[config.mk]
export PLATFORM = sky130hd
export DESIGN_NAME = raster_pos_gen
export DESIGN_NICKNAME = d
export VERILOG_FILES = /design/src/rtl/rpt_pkg.sv /design/src/rtl/rpt_edge_det.sv /design/src/rtl/rpt_pixel_ctr.sv /design/src/rtl/rpt_line_ctr.sv /design/src/rtl/rpt_window.sv /design/src/rtl/raster_pos_gen.sv
export SDC_FILE = /design/constraint.sdc
export NUM_CORES = 1
export LEC_CHECK = 0
export BUFFER_PORTS_ARGS = -buffer_cell sky130_fd_sc_hd__buf_2
export CAP_MARGIN = 20
export CORE_MARGIN = 2
export CORE_UTILIZATION = 48
export DETAILED_ROUTE_END_ITERATION = 7
export GPL_TIMING_DRIVEN = 0
export MAX_ROUTING_LAYER = met4
export PLACE_DENSITY = 0.89
export SYNTH_ARGS = -nofsm -noshare
export SYNTH_HDL_FRONTEND = slang
export SYNTH_SLANG_ARGS = --single-unit
[constraint.sdc]
create_clock -name clk -period 3.3 [get_ports clk]
set_clock_uncertainty 0.15 [all_clocks]
set_input_delay 0.165 -clock clk [delete_from_list [all_inputs] [get_ports clk]]
set_output_delay 0.165 -clock clk [all_outputs]
set_load 0.02 [all_outputs]
[src/rtl/rpt_pkg.sv]
// Shared definitions for the raster position counter.
// Assumes: nothing beyond the language; holds only types and indices.
package rpt_pkg;
    typedef enum logic {MODE_WRAP = 1'b0, MODE_HOLD = 1'b1} ovf_mode_e;
    localparam int WIN_HBLK = 0;
    localparam int WIN_PBLK = 1;
    localparam int WIN_CLMP = 2;
    localparam int NUM_WIN  = 3;
endpackage

[src/rtl/rpt_edge_det.sv]
// Rising-edge detector for a bundle of sync levels.
// Assumes: inputs are already synchronous to clk; an input high at reset
// release counts as a rising edge.
module rpt_edge_det #(
    parameter int N = 2
) (
    input  logic         clk,
    input  logic         rst_n,
    input  logic [N-1:0] lvl,
    output logic [N-1:0] rise
);
    logic [N-1:0] lvl_q;

    // remember the previous level of every input
    always_ff @(posedge clk) begin
        if (!rst_n) lvl_q <= '0;
        else        lvl_q <= lvl;
    end

    assign rise = lvl & ~lvl_q;
endmodule

[src/rtl/rpt_pixel_ctr.sv]
// Pixel position counter: restarts on a horizontal edge, otherwise counts,
// and at its last code either wraps or holds depending on hold_en.
// Assumes: restart is a one-cycle pulse from the edge detector.
module rpt_pixel_ctr #(
    parameter int CW = 12
) (
    input  logic          clk,
    input  logic          rst_n,
    input  logic          restart,
    input  logic          hold_en,
    output logic [CW-1:0] count,
    output logic          over_evt
);
    localparam logic [CW-1:0] LAST = '1;
    logic at_last;

    assign at_last  = (count == LAST);
    assign over_evt = at_last && !restart;

    // advance, restart or hold the pixel position
    always_ff @(posedge clk) begin
        if (!rst_n)                count <= '0;
        else if (restart)          count <= '0;
        else if (at_last && hold_en) count <= count;
        else                       count <= count + 1'b1;
    end


    pix_clear_chk: assert property (@(posedge clk) disable iff (!rst_n)
        restart |=> count == '0);

    pix_step_chk: assert property (@(posedge clk) disable iff (!rst_n)
        (!restart && count != LAST) |=> count == $past(count) + 1'b1);

    pix_wrap_chk: assert property (@(posedge clk) disable iff (!rst_n)
        (!restart && !hold_en && count == LAST) |=> count == '0);

    pix_hold_chk: assert property (@(posedge clk) disable iff (!rst_n)
        (!restart && hold_en && count == LAST) |=> count == LAST);
endmodule

[src/rtl/rpt_line_ctr.sv]
// Line position counter: steps on each horizontal edge, saturates at its
// last code, and clears on a vertical edge (vertical wins).
// Assumes: line_adv and frame_start are one-cycle pulses.
module rpt_line_ctr #(
    parameter int CW = 12
) (
    input  logic          clk,
    input  logic          rst_n,
    input  logic          line_adv,
    input  logic          frame_start,
    output logic [CW-1:0] count,
    output logic          over_evt
);
    localparam logic [CW-1:0] LAST = '1;
    logic at_last;

    assign at_last  = (count == LAST);
    assign over_evt = at_last && line_adv && !frame_start;

    // clear on frame start, step on line start, stick at the last code
    always_ff @(posedge clk) begin
        if (!rst_n)                     count <= '0;
        else if (frame_start)           count <= '0;
        else if (line_adv && !at_last)  count <= count + 1'b1;
    end


    line_clear_chk: assert property (@(posedge clk) disable iff (!rst_n)
        frame_start |=> count == '0);

    line_step_chk: assert property (@(posedge clk) disable iff (!rst_n)
        (line_adv && !frame_start && !at_last) |=> count == $past(count) + 1'b1);

    line_sat_chk: assert property (@(posedge clk) disable iff (!rst_n)
        (at_last && !frame_start) |=> count == LAST);
endmodule

[src/rtl/rpt_window.sv]
// Half-open window comparator: hit while lo <= pos < hi.
// Assumes: all operands share one width wide enough that hi cannot wrap.
module rpt_window #(
    parameter int W = 13
) (
    input  logic         clk,
    input  logic         rst_n,
    input  logic [W-1:0] pos,
    input  logic [W-1:0] lo,
    input  logic [W-1:0] hi,
    output logic         hit
);
    assign hit = (pos >= lo) && (pos < hi);


    win_empty_chk: assert property (@(posedge clk) disable iff (!rst_n)
        (lo >= hi) |-> !hit);
endmodule

[src/rtl/raster_pos_gen.sv]
// Top level: sync edge detection, pixel and line counters, three window
// comparators, shared clamp/blank output and a sticky overflow flag.
// Assumes: hd_in and vd_in are synchronous to clk; configuration inputs
// are quasi-static during a line.
module raster_pos_gen #(
    parameter int CW        = 12,
    parameter int WID_W     = 5,
    parameter int CLAMP_MIN = 2,
    parameter int CLAMP_MAX = 20
) (
    input  logic             clk,
    input  logic             rst_n,
    input  logic             hd_in,
    input  logic             vd_in,
    input  logic             hold_mode,
    input  logic             share_sel,
    input  logic [CW-1:0]    hblank_start,
    input  logic [CW-1:0]    hblank_end,
    input  logic [CW-1:0]    pblank_start,
    input  logic [CW-1:0]    pblank_end,
    input  logic [CW-1:0]    clamp_start,
    input  logic [WID_W-1:0] clamp_width,
    output logic [CW-1:0]    pixel_count,
    output logic [CW-1:0]    line_count,
    output logic             hblank_out,
    output logic             shared_out,
    output logic             overflow
);
    import rpt_pkg::*;

    localparam int EW = CW + 1;
    localparam logic [CW-1:0] LAST = '1;

    logic [1:0]  sync_rise;
    logic        hd_rise, vd_rise;
    logic        pix_over, line_over;
    ovf_mode_e   mode;
    logic [EW-1:0] clamp_len;
    logic [EW-1:0] win_lo [NUM_WIN];
    logic [EW-1:0] win_hi [NUM_WIN];
    logic [NUM_WIN-1:0] win_hit;

    assign mode = ovf_mode_e'(hold_mode);

    rpt_edge_det #(.N(2)) u_sync (
        .clk(clk), .rst_n(rst_n), .lvl({vd_in, hd_in}), .rise(sync_rise)
    );
    assign hd_rise = sync_rise[0];
    assign vd_rise = sync_rise[1];

    rpt_pixel_ctr #(.CW(CW)) u_pix (
        .clk(clk), .rst_n(rst_n), .restart(hd_rise),
        .hold_en(mode == MODE_HOLD), .count(pixel_count), .over_evt(pix_over)
    );

    rpt_line_ctr #(.CW(CW)) u_line (
        .clk(clk), .rst_n(rst_n), .line_adv(hd_rise),
        .frame_start(vd_rise), .count(line_count), .over_evt(line_over)
    );

    // bound the requested clamp length to the legal pulse range
    always_comb begin
        if (int'(clamp_width) < CLAMP_MIN)      clamp_len = EW'(CLAMP_MIN);
        else if (int'(clamp_width) > CLAMP_MAX) clamp_len = EW'(CLAMP_MAX);
        else                                    clamp_len = EW'(clamp_width);
    end

    // assemble the window bounds one bit wider than the counter
    always_comb begin
        win_lo[WIN_HBLK] = {1'b0, hblank_start};
        win_hi[WIN_HBLK] = {1'b0, hblank_end};
        win_lo[WIN_PBLK] = {1'b0, pblank_start};
        win_hi[WIN_PBLK] = {1'b0, pblank_end};
        win_lo[WIN_CLMP] = {1'b0, clamp_start};
        win_hi[WIN_CLMP] = {1'b0, clamp_start} + clamp_len;
    end

    for (genvar g = 0; g < NUM_WIN; g++) begin : g_win
        rpt_window #(.W(EW)) u_win (
            .clk(clk), .rst_n(rst_n), .pos({1'b0, pixel_count}),
            .lo(win_lo[g]), .hi(win_hi[g]), .hit(win_hit[g])
        );
    end

    assign hblank_out = win_hit[WIN_HBLK];
    assign shared_out = share_sel ? win_hit[WIN_CLMP] : win_hit[WIN_PBLK];

    // sticky overflow flag, cleared by the frame edge
    always_ff @(posedge clk) begin
        if (!rst_n)                     overflow <= 1'b0;
        else if (vd_rise)               overflow <= 1'b0;
        else if (pix_over || line_over) overflow <= 1'b1;
    end


    ovf_clear_chk: assert property (@(posedge clk) disable iff (!rst_n)
        vd_rise |=> !overflow);

    ovf_set_chk: assert property (@(posedge clk) disable iff (!rst_n)
        ((pix_over || line_over) && !vd_rise) |=> overflow);

    hold_quiet_chk: assert property (@(posedge clk) disable iff (!rst_n)
        (hold_mode && pixel_count == LAST && $past(pixel_count) == LAST
         && $stable({share_sel, hblank_start, hblank_end, pblank_start,
                     pblank_end, clamp_start, clamp_width}))
        |-> $stable({hblank_out, shared_out}));
endmodule

==> metrics.md <==
| Metric | Value |
|---|---|
| Maximum number of pins on one net before global-route repair | `16` |
| Area of the mapped netlist | `3370 um2` |
| Avg WL per Cell | `roughly 14 um` |
| Number of nets produced by synthesis | `579` |
| Count of antenna diodes in the layout | `0` |
| Clock input transition at the sequential cells of the worst setup and hold paths | `approximately 0.09 ns` |
| Clock tree sinks | `27` |
| Unrepaired setup endpoints after global routing | `yes` |
| Fraction of final layout cells sized beyond drive strength 1 | `22.0%` |
| Tcrit/Tclk final | `118%` |
| Number of levels the H-tree was split into | `1` |
| Post-detailed-placement half-perimeter wirelength | `6910 um` |
| Final critical-path setup slack | `-0.587 ns` |
| Multi-input gate area | `2560 um2` |
| DRT Pass-1 Iters | `4` |
| Global-route wire length before repair | `14000 um` |
| Start-to-end type of the worst setup path | `input pin to output port` |
| Clock buffers created by TritonCTS | `3` |
| Largest area contributor in the synthesized netlist | `ha_1` |
| Clk_lat worst skew | `around 0.27 ns` |
| Setup violators final | `1` |
| Maximum VDD drop | `0.000125 V` |
| Die width | `87.8 um` |
| # rows | `30` |
| Count of buffers from port buffering | `between 90 and 100` |
| Leading cell types by total area after synthesis | `ha_1, dfxtp_1, inv_1, xnor2_1, a21oi_1` |
| Number of synthesized flops with an enable pin | `0` |
| CTS tree | `done` |
| Post-Synthesis Cells | `431` |
| Synthesis-to-finish area growth | `21.5%` |
| Clock root buffer | `clkbuf_8` |
| Final Critical Period | `3.89 ns` |
| Post-synth top area share | `28.2%` |
| Post-synthesis cell type count | `53` |
| Final estimated routing congestion in global placement | `0.945` |
| Die outline area | `slightly below 8000 um2` |
| Pins Over Slew Limit | `0` |
| Wire length after detailed routing | `8620 um` |
| Via total after detailed routing | `about 3400` |
| Core area | `6790 um2` |
| # placed instances | `624` |
| I/O Pins | `98` |
| Data required time at the worst endpoint | `2.98 ns` |
| Share of async-settable or async-resettable flops after synthesis | `0%` |
| Signal arrival time at the worst endpoint | `3.57 ns` |
| Number of global-route vias before repair | `3298` |
| Die Y-Extent | `between 80 and 90 um` |
| Leak pwr | `2.22 nW` |
| Kind of end point of the critical path | `output port` |
| Synth warn | `0` |
| # nets final | `around 700` |
| Failing checks | `negative setup slack` |
| Number of storage elements in the synthesis netlist | `27` |
| Clock Tree Buf Depth | `2` |
| Worst min path class | `input pin to flop` |
| Maximum net fanout on the critical path | `7` |
| Nature of the critical path startpoint | `input pin` |
| Initial antenna violation count | `0` |
| Tightest slew margin relative to the limit | `61.7%` |
| Dominant synthesized flop cell | `dfxtp_1` |
| Final number of hold-violating endpoints | `0` |
| Total grt overflow | `0` |
| Filler cell count | `581` |
| Mean area per synthesized cell | `about 7.8 um2` |
| Portion of the post-synthesis area used by sequential elements | `16.0%` |
| Post-route ant nets | `0` |
| Effective utilization at floorplan | `between 40% and 50%` |
| DRC violation count after routing | `0` |
| Vias/cell | `5.42` |
| Total power divided by cell area | `187 nW/um2` |
| Fmax | `~0.26 GHz` |
| Placement-stage worst setup slack | `-0.709 ns` |
| Layout Cells excl Fill | `633` |
| GRT Overall Usage | `between 20% and 30%` |
| Actual slew at the worst max-slew pin | `0.573 ns` |
| Drt initial violations | `148` |
| Sequential cell area | `approximately 540 um2` |
| Status | `finished with violations` |
| Reported max-cap violation count | `0` |
-- worst max-delay path, cell delays in order --
cell and delay, ns:
buf_2 0.14, or4_1 0.49, and3_4 0.18, ha_1 0.20, inv_2 0.06, fa_2 0.22, nor2b_1 0.06, o31a_1 0.28
o21ai_2 0.17, buf_4 0.13, nor2_1 0.04, xnor2_1 0.12, ha_1 0.31, nand4_1 0.14, nor3b_1 0.20, a211o_1 0.15
o221ai_1 0.11, a32o_2 0.27, buf_6 0.13
-- layout make-up --
type	count	share of cell area, %
multi-input combinational	329	62.5
sequential	27	13.2
timing repair buffer	102	13.2
inverter	67	6.14
tap	96	2.93
clock buffer	3	1.01
buffer	8	0.977
clock inverter	1	0.122
-- where the power goes --
group / total (mW) / switching (mW) / internal [mW]
sequential: 0.339 / 0.00888 / 0.330
clock: 0.185 / 0.100 / 0.0845
combinational: 0.243 / 0.129 / 0.114
-- timing repair --
action                                  4_1_cts  5_1_grt
hold endpoints to repair                      2        0
hold buffers                                  4        0
resized for setup                             5        3
buffers inserted                              0        1
endpoints found under the setup margin        1        1
pin swaps                                     0        1
-- cells by family after synthesis --
logic type | Yosys count | synth area share [%]
AO/OA/AOI/OAI | 100 | 19.5
adder cells (fa/ha/maj) | 77 | 28.8
multiplexers | 2 | 0.593
AND/OR/NAND/NOR | 125 | 19.9
flip-flops | 27 | 16.0
XOR/XNOR | 25 | 6.49
buffers and inverters | 75 | 8.64
-- cells in the final DEF (no fill, tap or decap), drive strengths merged, types with 11 or more instances in the layout --
cell,synthesis,layout
ha,76,76
xnor2,18,18
a21o,11,11
nand4,11,11
nand3,15,15
a21oi,28,28
nand2,20,20
buf,3,101
dfxtp,27,27
o21ai,25,25
nor2,35,35
inv,67,67
-- synth_stat cells (2+ instances only) --
master / instances
a2111oi_0: 2
a211o_1: 2
a211oi_1: 7
a21boi_0: 2
a21o_1: 10
a21oi_1: 27
and2_1: 4
and3_1: 5
and4_1: 5
buf_2: 2
clkbuf_1: 5
dfxtp_1: 27
ha_1: 76
inv_1: 67
mux2i_1: 2
nand2_1: 20
nand2b_1: 6
nand3_1: 14
nand4_1: 10
nor2_1: 35
nor2b_1: 4
nor3_1: 6
nor3b_1: 5
nor4_1: 2
o2111ai_1: 5
o211ai_1: 2
o21a_1: 3
o21ai_0: 25
o22ai_1: 2
or3_1: 2
or4_1: 2
xnor2_1: 18
xor2_1: 7
-- state kept, by name (all words and copies together), names as in the netlist --
| signal | flops |
|---|---|
| overflow | 1 |
| u_line.count | 12 |
| u_sync.lvl_q | 2 |
| u_pix.count | 12 |
-- stage by stage --
stage	total power, mW	hold slack, ns	utilization, %	area [um2]	TNS, ns
6_report	0.766	0.0644	60.3	4100	-0.587
5_1_grt	0.817	0.0653	60.3	4100	-0.728
4_1_cts	0.768	0.0528	60.1	4090	-0.603
3_5_place_dp	0.580	0.239	58.6	3980	-0.709
3_3_place_gp	0.566	0.236	58.6	3980	-0.661
2_1_floorplan	0.486	0.137	-	3380	-0.165
-- layer usage --
metal	vias to the layer above	GRT usage [%]	share of wire (%)
met5	-	-	0
met4	0	5.03	1.2
met3	13	2.45	4.5
met2	104	40.9	50
met1	1567	27.2	45
li1	1749	-	-
-- worst paths after layout --
kind,from,end,slack [ns],cells past startpoint
worst max-delay path,clamp_width[4],shared_out,-0.59,19
worst min-delay path,rst_n,u_pix.count[1],0.06,3
worst max register to register,u_pix.count[1],u_pix.count[7],1.11,6
worst min register to register,overflow,overflow,0.35,2
(Power assumes the default switching activity.)
